$ cat config.mk
export PLATFORM = sky130hd
export DESIGN_NAME = ctl_reg_bank
export DESIGN_NICKNAME = d
export VERILOG_FILES = /design/src/rtl/ctl_bank_pkg.sv /design/src/rtl/ctl_idx_decode.sv /design/src/rtl/ctl_bank_word.sv /design/src/rtl/ctl_read_mux.sv /design/src/rtl/ctl_reg_bank.sv
export SDC_FILE = /design/constraint.sdc
export NUM_CORES = 2
export LEC_CHECK = 0
export ABC_AREA = 1
export BUFFER_PORTS_ARGS = -buffer_cell sky130_fd_sc_hd__buf_2
export CORE_MARGIN = 2
export CORE_UTILIZATION = 53
export CTS_BUF_LIST = sky130_fd_sc_hd__clkbuf_4
export DETAILED_ROUTE_END_ITERATION = 6
export PLACE_DENSITY = 0.72
export SLEW_MARGIN = 5
export SYNTH_ARGS = -nofsm -noshare
export SYNTH_HDL_FRONTEND = slang
export SYNTH_SLANG_ARGS = --single-unit
$ cat constraint.sdc
create_clock -name clk -period 1 [get_ports clk]
set_clock_uncertainty 0.15 [all_clocks]
set_input_delay 0.05 -clock clk [delete_from_list [all_inputs] [get_ports clk]]
set_output_delay 0.05 -clock clk [all_outputs]
set_load 0.005 [all_outputs]
$ cat src/rtl/ctl_bank_pkg.sv
package ctl_bank_pkg;

  typedef enum logic [1:0] {
    OP_NONE  = 2'd0,
    OP_WRITE = 2'd1,
    OP_READ  = 2'd2
  } bus_op_e;

  typedef enum logic [1:0] {
    UPD_HOLD = 2'd0,
    UPD_LOAD = 2'd1,
    UPD_SET  = 2'd2,
    UPD_CLR  = 2'd3
  } upd_e;

  typedef struct packed {
    logic valid;
    logic wo_err;
    logic um_err;
  } rsp_flags_t;

  // write has priority over read in the same cycle
  function automatic bus_op_e classify_op(logic rd, logic wr);
    if (wr)      return OP_WRITE;
    else if (rd) return OP_READ;
    else         return OP_NONE;
  endfunction

endpackage

$ cat src/rtl/ctl_idx_decode.sv
module ctl_idx_decode #(
  parameter int unsigned IDX_W    = 10,
  parameter int unsigned N_CTRL   = 6,
  parameter int unsigned N_CFG    = 2,
  parameter int unsigned CFG_BASE = 8,
  parameter int unsigned SET_OFS  = 16,
  parameter int unsigned CLR_OFS  = 32,
  parameter int unsigned N_PLAIN  = 4,
  parameter logic [N_PLAIN-1:0][IDX_W-1:0] PLAIN_IDX = {10'h3FF, 10'h3FE, 10'h101, 10'h100},
  localparam int unsigned N_ALIAS = N_CTRL + N_CFG
) (
  input  logic [IDX_W-1:0]   idx,
  output logic [N_ALIAS-1:0] hit_dir,
  output logic [N_ALIAS-1:0] hit_set,
  output logic [N_ALIAS-1:0] hit_clr,
  output logic [N_PLAIN-1:0] hit_plain,
  output logic               any_alias,
  output logic               any_hit
);

  for (genvar s = 0; s < N_ALIAS; s++) begin : g_alias
    localparam int unsigned BASE = (s < N_CTRL) ? s : CFG_BASE + s - N_CTRL;
    assign hit_dir[s] = (idx == IDX_W'(BASE));
    assign hit_set[s] = (idx == IDX_W'(BASE + SET_OFS));
    assign hit_clr[s] = (idx == IDX_W'(BASE + CLR_OFS));
  end

  for (genvar p = 0; p < N_PLAIN; p++) begin : g_plain
    assign hit_plain[p] = (idx == PLAIN_IDX[p]);
  end

  assign any_alias = (|hit_set) | (|hit_clr);
  assign any_hit   = any_alias | (|hit_dir) | (|hit_plain);

endmodule

$ cat src/rtl/ctl_bank_word.sv
module ctl_bank_word
  import ctl_bank_pkg::*;
#(
  parameter int unsigned DATA_W  = 64,
  parameter bit          ALIASED = 1'b1
) (
  input  logic              clk,
  input  logic              rst_n,
  input  upd_e              upd,
  input  logic [DATA_W-1:0] wdata,
  output logic [DATA_W-1:0] q
);

  logic [DATA_W-1:0] q_nxt;
  logic              q_en;

  if (ALIASED) begin : g_alias_upd
    always_comb begin
      unique case (upd)
        UPD_LOAD: q_nxt = wdata;
        UPD_SET:  q_nxt = q | wdata;
        UPD_CLR:  q_nxt = q & ~wdata;
        default:  q_nxt = q;
      endcase
    end
  end else begin : g_plain_upd
    always_comb begin
      q_nxt = (upd == UPD_LOAD) ? wdata : q;
    end
  end

  assign q_en = (upd != UPD_HOLD);

  always_ff @(posedge clk or negedge rst_n) begin
    if (!rst_n) begin
      q <= '0;
    end else if (q_en) begin
      q <= q_nxt;
    end
  end

endmodule

$ cat src/rtl/ctl_read_mux.sv
module ctl_read_mux #(
  parameter int unsigned DATA_W  = 64,
  parameter int unsigned N_ALIAS = 8,
  parameter int unsigned N_PLAIN = 4
) (
  input  logic [N_ALIAS-1:0]             sel_alias,
  input  logic [N_PLAIN-1:0]             sel_plain,
  input  logic [N_ALIAS-1:0][DATA_W-1:0] alias_q,
  input  logic [N_PLAIN-1:0][DATA_W-1:0] plain_q,
  output logic [DATA_W-1:0]              data,
  output logic                           hit
);

  // AND-OR selection: selects are one-hot from the decoder
  always_comb begin
    data = '0;
    for (int s = 0; s < N_ALIAS; s++) begin
      data = data | (alias_q[s] & {DATA_W{sel_alias[s]}});
    end
    for (int p = 0; p < N_PLAIN; p++) begin
      data = data | (plain_q[p] & {DATA_W{sel_plain[p]}});
    end
  end

  assign hit = (|sel_alias) | (|sel_plain);

endmodule

$ cat src/rtl/ctl_reg_bank.sv
module ctl_reg_bank
  import ctl_bank_pkg::*;
#(
  parameter int unsigned DATA_W   = 64,
  parameter int unsigned IDX_W    = 10,
  parameter int unsigned N_CTRL   = 6,
  parameter int unsigned N_CFG    = 2,
  parameter int unsigned CFG_BASE = 8,
  parameter int unsigned SET_OFS  = 16,
  parameter int unsigned CLR_OFS  = 32,
  parameter int unsigned N_PLAIN  = 4,
  parameter logic [N_PLAIN-1:0][IDX_W-1:0] PLAIN_IDX = {10'h3FF, 10'h3FE, 10'h101, 10'h100}
) (
  input  logic              clk,
  input  logic              rst_n,
  input  logic              req_rd,
  input  logic              req_wr,
  input  logic [IDX_W-1:0]  req_idx,
  input  logic [DATA_W-1:0] req_wdata,
  output logic [DATA_W-1:0] rdata,
  output logic              rvalid,
  output logic              err_wo_rd,
  output logic              err_unmapped
);

  localparam int unsigned N_ALIAS = N_CTRL + N_CFG;

  bus_op_e                      op;
  logic [N_ALIAS-1:0]           hit_dir, hit_set, hit_clr;
  logic [N_PLAIN-1:0]           hit_plain;
  logic                         any_alias, any_hit;
  logic [N_ALIAS-1:0][DATA_W-1:0] alias_q;
  logic [N_PLAIN-1:0][DATA_W-1:0] plain_q;
  logic [DATA_W-1:0]            mux_data;
  logic                         mux_hit;
  rsp_flags_t                   rsp_nxt, rsp_q;
  logic [DATA_W-1:0]            rdata_nxt, rdata_q;
  logic                         rdata_en;

  assign op = classify_op(req_rd, req_wr);

  ctl_idx_decode #(
    .IDX_W(IDX_W), .N_CTRL(N_CTRL), .N_CFG(N_CFG), .CFG_BASE(CFG_BASE),
    .SET_OFS(SET_OFS), .CLR_OFS(CLR_OFS), .N_PLAIN(N_PLAIN), .PLAIN_IDX(PLAIN_IDX)
  ) dec_i (
    .idx       (req_idx),
    .hit_dir   (hit_dir),
    .hit_set   (hit_set),
    .hit_clr   (hit_clr),
    .hit_plain (hit_plain),
    .any_alias (any_alias),
    .any_hit   (any_hit)
  );

  for (genvar s = 0; s < N_ALIAS; s++) begin : g_aword
    upd_e upd;
    always_comb begin
      upd = UPD_HOLD;
      if (op == OP_WRITE) begin
        if (hit_dir[s])      upd = UPD_LOAD;
        else if (hit_set[s]) upd = UPD_SET;
        else if (hit_clr[s]) upd = UPD_CLR;
      end
    end
    ctl_bank_word #(.DATA_W(DATA_W), .ALIASED(1'b1)) word_i (
      .clk   (clk),
      .rst_n (rst_n),
      .upd   (upd),
      .wdata (req_wdata),
      .q     (alias_q[s])
    );
  end

  for (genvar p = 0; p < N_PLAIN; p++) begin : g_pword
    upd_e upd;
    assign upd = ((op == OP_WRITE) && hit_plain[p]) ? UPD_LOAD : UPD_HOLD;
    ctl_bank_word #(.DATA_W(DATA_W), .ALIASED(1'b0)) word_i (
      .clk   (clk),
      .rst_n (rst_n),
      .upd   (upd),
      .wdata (req_wdata),
      .q     (plain_q[p])
    );
  end

  ctl_read_mux #(.DATA_W(DATA_W), .N_ALIAS(N_ALIAS), .N_PLAIN(N_PLAIN)) rmux_i (
    .sel_alias (hit_dir),
    .sel_plain (hit_plain),
    .alias_q   (alias_q),
    .plain_q   (plain_q),
    .data      (mux_data),
    .hit       (mux_hit)
  );

  // response next state
  always_comb begin
    rsp_nxt.valid  = (op == OP_READ);
    rsp_nxt.wo_err = (op == OP_READ) && any_alias;
    rsp_nxt.um_err = (op != OP_NONE) && !any_hit;
    rdata_nxt      = mux_hit ? mux_data : '1;
    rdata_en       = (op == OP_READ);
  end

  always_ff @(posedge clk or negedge rst_n) begin
    if (!rst_n) begin
      rsp_q <= '0;
    end else begin
      rsp_q <= rsp_nxt;
    end
  end

  always_ff @(posedge clk or negedge rst_n) begin
    if (!rst_n) begin
      rdata_q <= '0;
    end else if (rdata_en) begin
      rdata_q <= rdata_nxt;
    end
  end

  assign rdata        = rdata_q;
  assign rvalid       = rsp_q.valid;
  assign err_wo_rd    = rsp_q.wo_err;
  assign err_unmapped = rsp_q.um_err;

endmodule

# Word level (Yosys, flattened, before mapping)

Index checks and enable logic that the tools add are counted.

Equal/unequal tests: 57
Muxes and demuxes: 47
Bitwise gates (word level): 44
Reductions and logical operators: 45

Operators with widths:

| kind                                                             | number |
|---|---|
| 64-bit one-hot mux with 3 select lines                           | 8 |
| 64-bit bitwise AND                                               | 20 |
| 64-bit bitwise OR                                                | 19 |
| 10-bit by 5-bit == test with 1-bit output, second input constant | 8 |
| 10-bit by 6-bit == test with 1-bit output, second input constant | 8 |
| 2-bit 2-to-1 mux                                                 | 34 |
| 64-bit 2-to-1 mux                                                | 1 |
| 64-bit NOT                                                       | 1 |
| 2-bit == test, second input constant                             | 17 |
| 2-bit nonzero test                                               | 13 |
| 2-bit AND reduction                                              | 12 |
| 3-bit nonzero test                                               | 8 |
| 8-bit OR reduction                                               | 3 |
| 10-bit == test, second input constant                            | 2 |
| 10-bit by 2-bit == test with 1-bit output, second input constant | 2 |
| 10-bit by 3-bit == test with 1-bit output, second input constant | 2 |
| 10-bit by 4-bit == test with 1-bit output, second input constant | 2 |
| 10-bit by 9-bit == test with 1-bit output, second input constant | 2 |
| 2-bit by 1-bit == test with 1-bit output, second input constant  | 9 |
| 10-bit by 1-bit == test with 1-bit output, second input constant | 1 |
| 10-bit logical NOT                                               | 1 |
| 1-bit logical AND                                                | 6 |
| 1-bit == test, second input constant                             | 4 |
| 1-bit 2-to-1 mux                                                 | 4 |
| 3 further kinds                                                  | 6 |

Register bits after elaboration: 835
Output and inout port bits: 67

# Logic depth before layout (Yosys ltp)

Word-level depth: 14
Depth in mapped cells: 13

# By module

From an unflattened synthesis, not the netlist that was laid out.

Cell total of the unflattened synthesis: 7038
Area total of the unflattened synthesis: 46918.7 sq um

By module, submodules not included:

| module                                | instances | cells each | area an instance (sq um) | sequential area each (sq um) |
|---|---|---|---|---|
| ctl_bank_word (g_aword[0].word_i ...) | 8         | 479        | 3323.2                   | 1601.5 |
| ctl_bank_word (g_pword[0].word_i ...) | 4         | 278        | 2613.8                   | 1601.5 |
| ctl_read_mux                          | 1         | 1503       | 6088.3                   | 0.0 |
| ctl_reg_bank                          | 1         | 473        | 3261.9                   | 1676.6 |
| ctl_idx_decode                        | 1         | 118        | 528.0                    | 0.0 |

# Worst setup path before layout

OpenSTA, ideal clock, no wires.

Kind: input port to flip-flop
Start point: input port req_idx[9]
End point: register g_aword[2].word_i.q[10]
Data arrival time: 1.338 ns
Required time: 0.733 ns
Path slack: -0.605 ns
Stages on the path: 7
Buffers on the path: 1
Path through: nor2_1 -> nand2_1 -> nor3_2 -> nand2_1 -> buf_2 -> nand3_1 -> nand2_1

Longest elaborated chain between the ends: 8
Elaborated cells between the ends (all ways): 14

Ends and longest elaborated chain:

| item                                                                      | RTL line             | RTL |
|---|---|---|
| start: declaration                                                        | ctl_reg_bank.sv:18   | `input logic [IDX_W-1:0] req_idx,` |
| 10-bit by 6-bit == test with 1-bit output                                 | ctl_idx_decode.sv:25 | `assign hit_clr[s] = (idx == IDX_W'(BASE + CLR_OFS));` |
| 2-bit 2-to-1 mux                                                          | ctl_reg_bank.sv:62   | `else if (hit_clr[s]) upd = UPD_CLR;` |
| 2-bit 2-to-1 mux                                                          | ctl_reg_bank.sv:61   | `else if (hit_set[s]) upd = UPD_SET;` |
| 2-bit 2-to-1 mux (*)                                                      | ctl_reg_bank.sv:60   | `if (hit_dir[s]) upd = UPD_LOAD;` |
| 2-bit 2-to-1 mux (*)                                                      | ctl_reg_bank.sv:59   | `if (op == OP_WRITE) begin` |
| 2-bit by 1-bit == test with 1-bit output or 2-bit == test (tied branches) | ctl_bank_word.sv:19  | `unique case (upd)` |
| 3-bit nonzero test (no line)                                              | n/a                  |  |
| 2-bit AND reduction (no line)                                             | n/a                  |  |
| end signal: assignment                                                    | ctl_bank_word.sv:38  | `q <= q_nxt;` |
| end: declaration                                                          | ctl_bank_word.sv:11  | `output logic [DATA_W-1:0] q` |

Mark *: on every way between the ends. The rest lies on a longest branch, timed or not.
A chain may end at the register's enable or synchronous reset.

# Final worst setup path

Start point: register rdata_q[41] (netlist: rdata[41])
End point: output port rdata[41]

RTL lines:

| item                     | RTL line            | RTL |
|---|---|---|
| start: declaration       | ctl_reg_bank.sv:37  | `logic [DATA_W-1:0] rdata_nxt, rdata_q;` |
| start signal: assignment | ctl_reg_bank.sv:116 | `rdata_q <= rdata_nxt;` |
| end: declaration         | ctl_reg_bank.sv:20  | `output logic [DATA_W-1:0] rdata,` |

No word-level cell between the ends.

==> impl_results.md <==
- Status: complete, but fails checks
- Routed WL per cell: 21.1 µm
- # H-tree levels: 4
- Initial Util: 53.7%
- Post-DP HPWL: 107 mm
- Max Buffers Root-to-Sink: 3
- Vias/cell: 5.85
- First-pass GRT wire length: 261 mm
- CP top delay family: flip-flops
- Via count: 48200
- Worst-Margin Slew: 0.949 ns
- Maximum VDD drop: 0.000975 V
- Post-Syn Area: 43400 µm²
- Minimum clock period: 2.01 ns
- Layout area overhead: 32.3%
- Reg-to-reg slack, setup: -0.37 ns
- CTS tree: built
- Crit share post-route: 201%
- Vias in the first global route: 45800
- Worst path cell trace: buf_6
- Commonest cells after routing, fill and taps aside: nand2_1 (3118), dfrtp_1 (831), nand3_1 (736)
- Pins Over Slew Limit: 0
- Max_slew headroom: 36.5%
- Leakage power: 0.0291 µW
- Slowest cell on the critical path: dfrtp_2
- Crit path arrival time: 1.81 ns
- Area occupied by multi-input gates: 20800 µm²
- Max-cap violations: 0
- Clock Latency Late Sink: 1.23 ns
- Hold Slack: -0.575 ns
- Reg-to-Reg End: rdata[32]
- Worst setup margin: -1.01 ns
- Hold crit path type: in2async
- Initial antenna violation count: 6
- DRC viols: 0
- Largest net degree at the start of global routing: 71
- Synth Instances: 6262
- Routed Wire Length: 174 mm
- Clock transition at path regs: 0.06 ns
- Unrepaired setup endpoints after global routing: yes
- Final nets: 7089
- Max Freq: 499 MHz
- CORE AREA: 80800 µm²
- # fillers: 6374
- Sequential Area: 20900 µm²
- CP max FO: 2
- Failing checks: hold timing, setup timing
- Die Y: 290 µm
- Warnings, synthesis: 0
- Seq/Total Area, Yosys: 48.2%
- Origin of the critical flop-to-flop path: g_pword[0].word_i.q[32]
- Final antenna-violating net count: 0
- Num CTS Buffers: 216
- I/O Buffers: 144
- Final hold violations: 962
- Dpl ws: -1.15 ns
- Final setup vio count: 142
- Kind of end point of the critical path: primary output
- Die width: 290 µm
- Most common cell after layout, fill and taps aside: nand2_1
- DRT Pass-1 Iters: 6
- CP Launch Type: flip-flop
- Gpl congestion: 0.960
- PwrDens: 1240 nW/µm²
- CP required: 0.80 ns
- Row count: 104
- Reg2reg path depth: 6
- Share of cells above drive strength 1: 21.9%
- Iter 0 DRT Violations: 6201
- Syn Nets: 6340
- Die area: 84100 µm²
- Synth unique cells: 22
- Crit-path max cell delay: 0.46 ns
- Clock root cell: clkbuf_4
- Setup CP Type: reg2out
- IO Pins: 145
- Clock sinks: 835
- Syn Area/Cell: 6.92 µm²
- Number of synthesized register bits: 835
- Total GRT Usage: 39.8%
- Worst path buffer plus inverter count: 1
- GR Overflow Total: 0
[state kept, by name (all words and copies together), names as in the netlist]
| register | flops |
|---|---|
| rdata | 64 |
| err_wo_rd | 1 |
| g_pword.word_i.q | 256 |
| g_aword.word_i.q | 512 |
| rvalid | 1 |
| err_unmapped | 1 |
[worst max-delay path by stage]
stage,start,to,slack (ns),depth (start not counted)
6_report,rdata[41],rdata[41],-1.01,1
5_1_grt,rdata[41],rdata[41],-1.03,1
4_1_cts,rdata[41],rdata[41],-1.05,1
3_5_place_dp,req_idx[7],g_aword[4].word_i.q[54],-1.15,14
3_3_place_gp,req_idx[3],rdata[3],-1.13,14
2_1_floorplan,req_idx[3],rdata[45],-0.55,11
[metrics by stage]
step | instances | power [µW] | area (µm²) | util (%) | TNS [ns]
after detailed placement | 7556 | 41300 | 51100 | 63.2 | -838.57
after global placement | 7556 | 41100 | 51100 | 63.2 | -820.03
after floorplan | 6262 | 37700 | 43500 | - | -412.95
final | 8235 | 71200 | 57400 | 71.0 | -71.51
after global routing | 8228 | 73600 | 57400 | 71.0 | -78.26
after CTS | 8112 | 71000 | 55700 | 69.0 | -343.20
[final cells by class]
type	count	area share, %
timing repair inverter	6	0.0611
sequential	835	36.4
antenna	13	0.0567
tap	1060	2.31
timing repair buffer	1068	19.6
inverter	88	0.667
clock inverter	43	0.388
multi-input combinational	4796	36.3
clock buffer	326	4.26
[timing repair]
action | CTS | global route
hold endpoints to repair | 1670 | 962
buffers inserted | 52 | 112
hold buffers | 135 | 5
pin swaps | 227 | 191
setup endpoints to repair | 131 | 844
cloned | 0 | 14
gates resized for setup | 85 | 179
[worst reg2reg max path, cell delays in order (launching register included)]
cell and delay [ns]:
dfrtp_1 0.40, nand3_1 0.09, nand2_1 0.07, nor2_2 0.15
nand3_2 0.17, nor2_2 0.16, nor2_1 0.04
[Yosys cell counts (all sizes together)]
cell	number	share of area, %
nand2	3161	27
dfrtp	835	48
nand3	801	9.3
nor2	430	3.8
clkbuf	280	2.4
buf	263	3.1
o21ai	259	3.0
nand4	130	1.9
inv	88	0.76
a21oi	9	0.10
nor3	3	0.046
o2111ai	2	0.040
or2	1	0.014
[routing by layer]
metal | wire length (µm) | track usage (%) | share of wire [%] | vias up
met5 | 13 | 0 | 0.0075 | -
met4 | 11500 | 21.8 | 6.6 | 2
met3 | 23500 | 9.34 | 14 | 908
met2 | 75700 | 61.5 | 44 | 3638
met1 | 63100 | 52.1 | 36 | 22300
li1 | - | - | - | 21400
[power breakdown]
group | internal [µW] | switching, µW
Combinational | 2500 | 3530
Clock | 14800 | 15000
Sequential | 34800 | 598
[kinds of logic after synthesis]
kind of cell / after synthesis / share of synthesized area (%)
buf+inv: 631 / 6.27
flops: 835 / 48.2
simple gates: 4526 / 42.4
compound gates: 270 / 3.13
No activity file was read; power rests on OpenSTA's default activity.
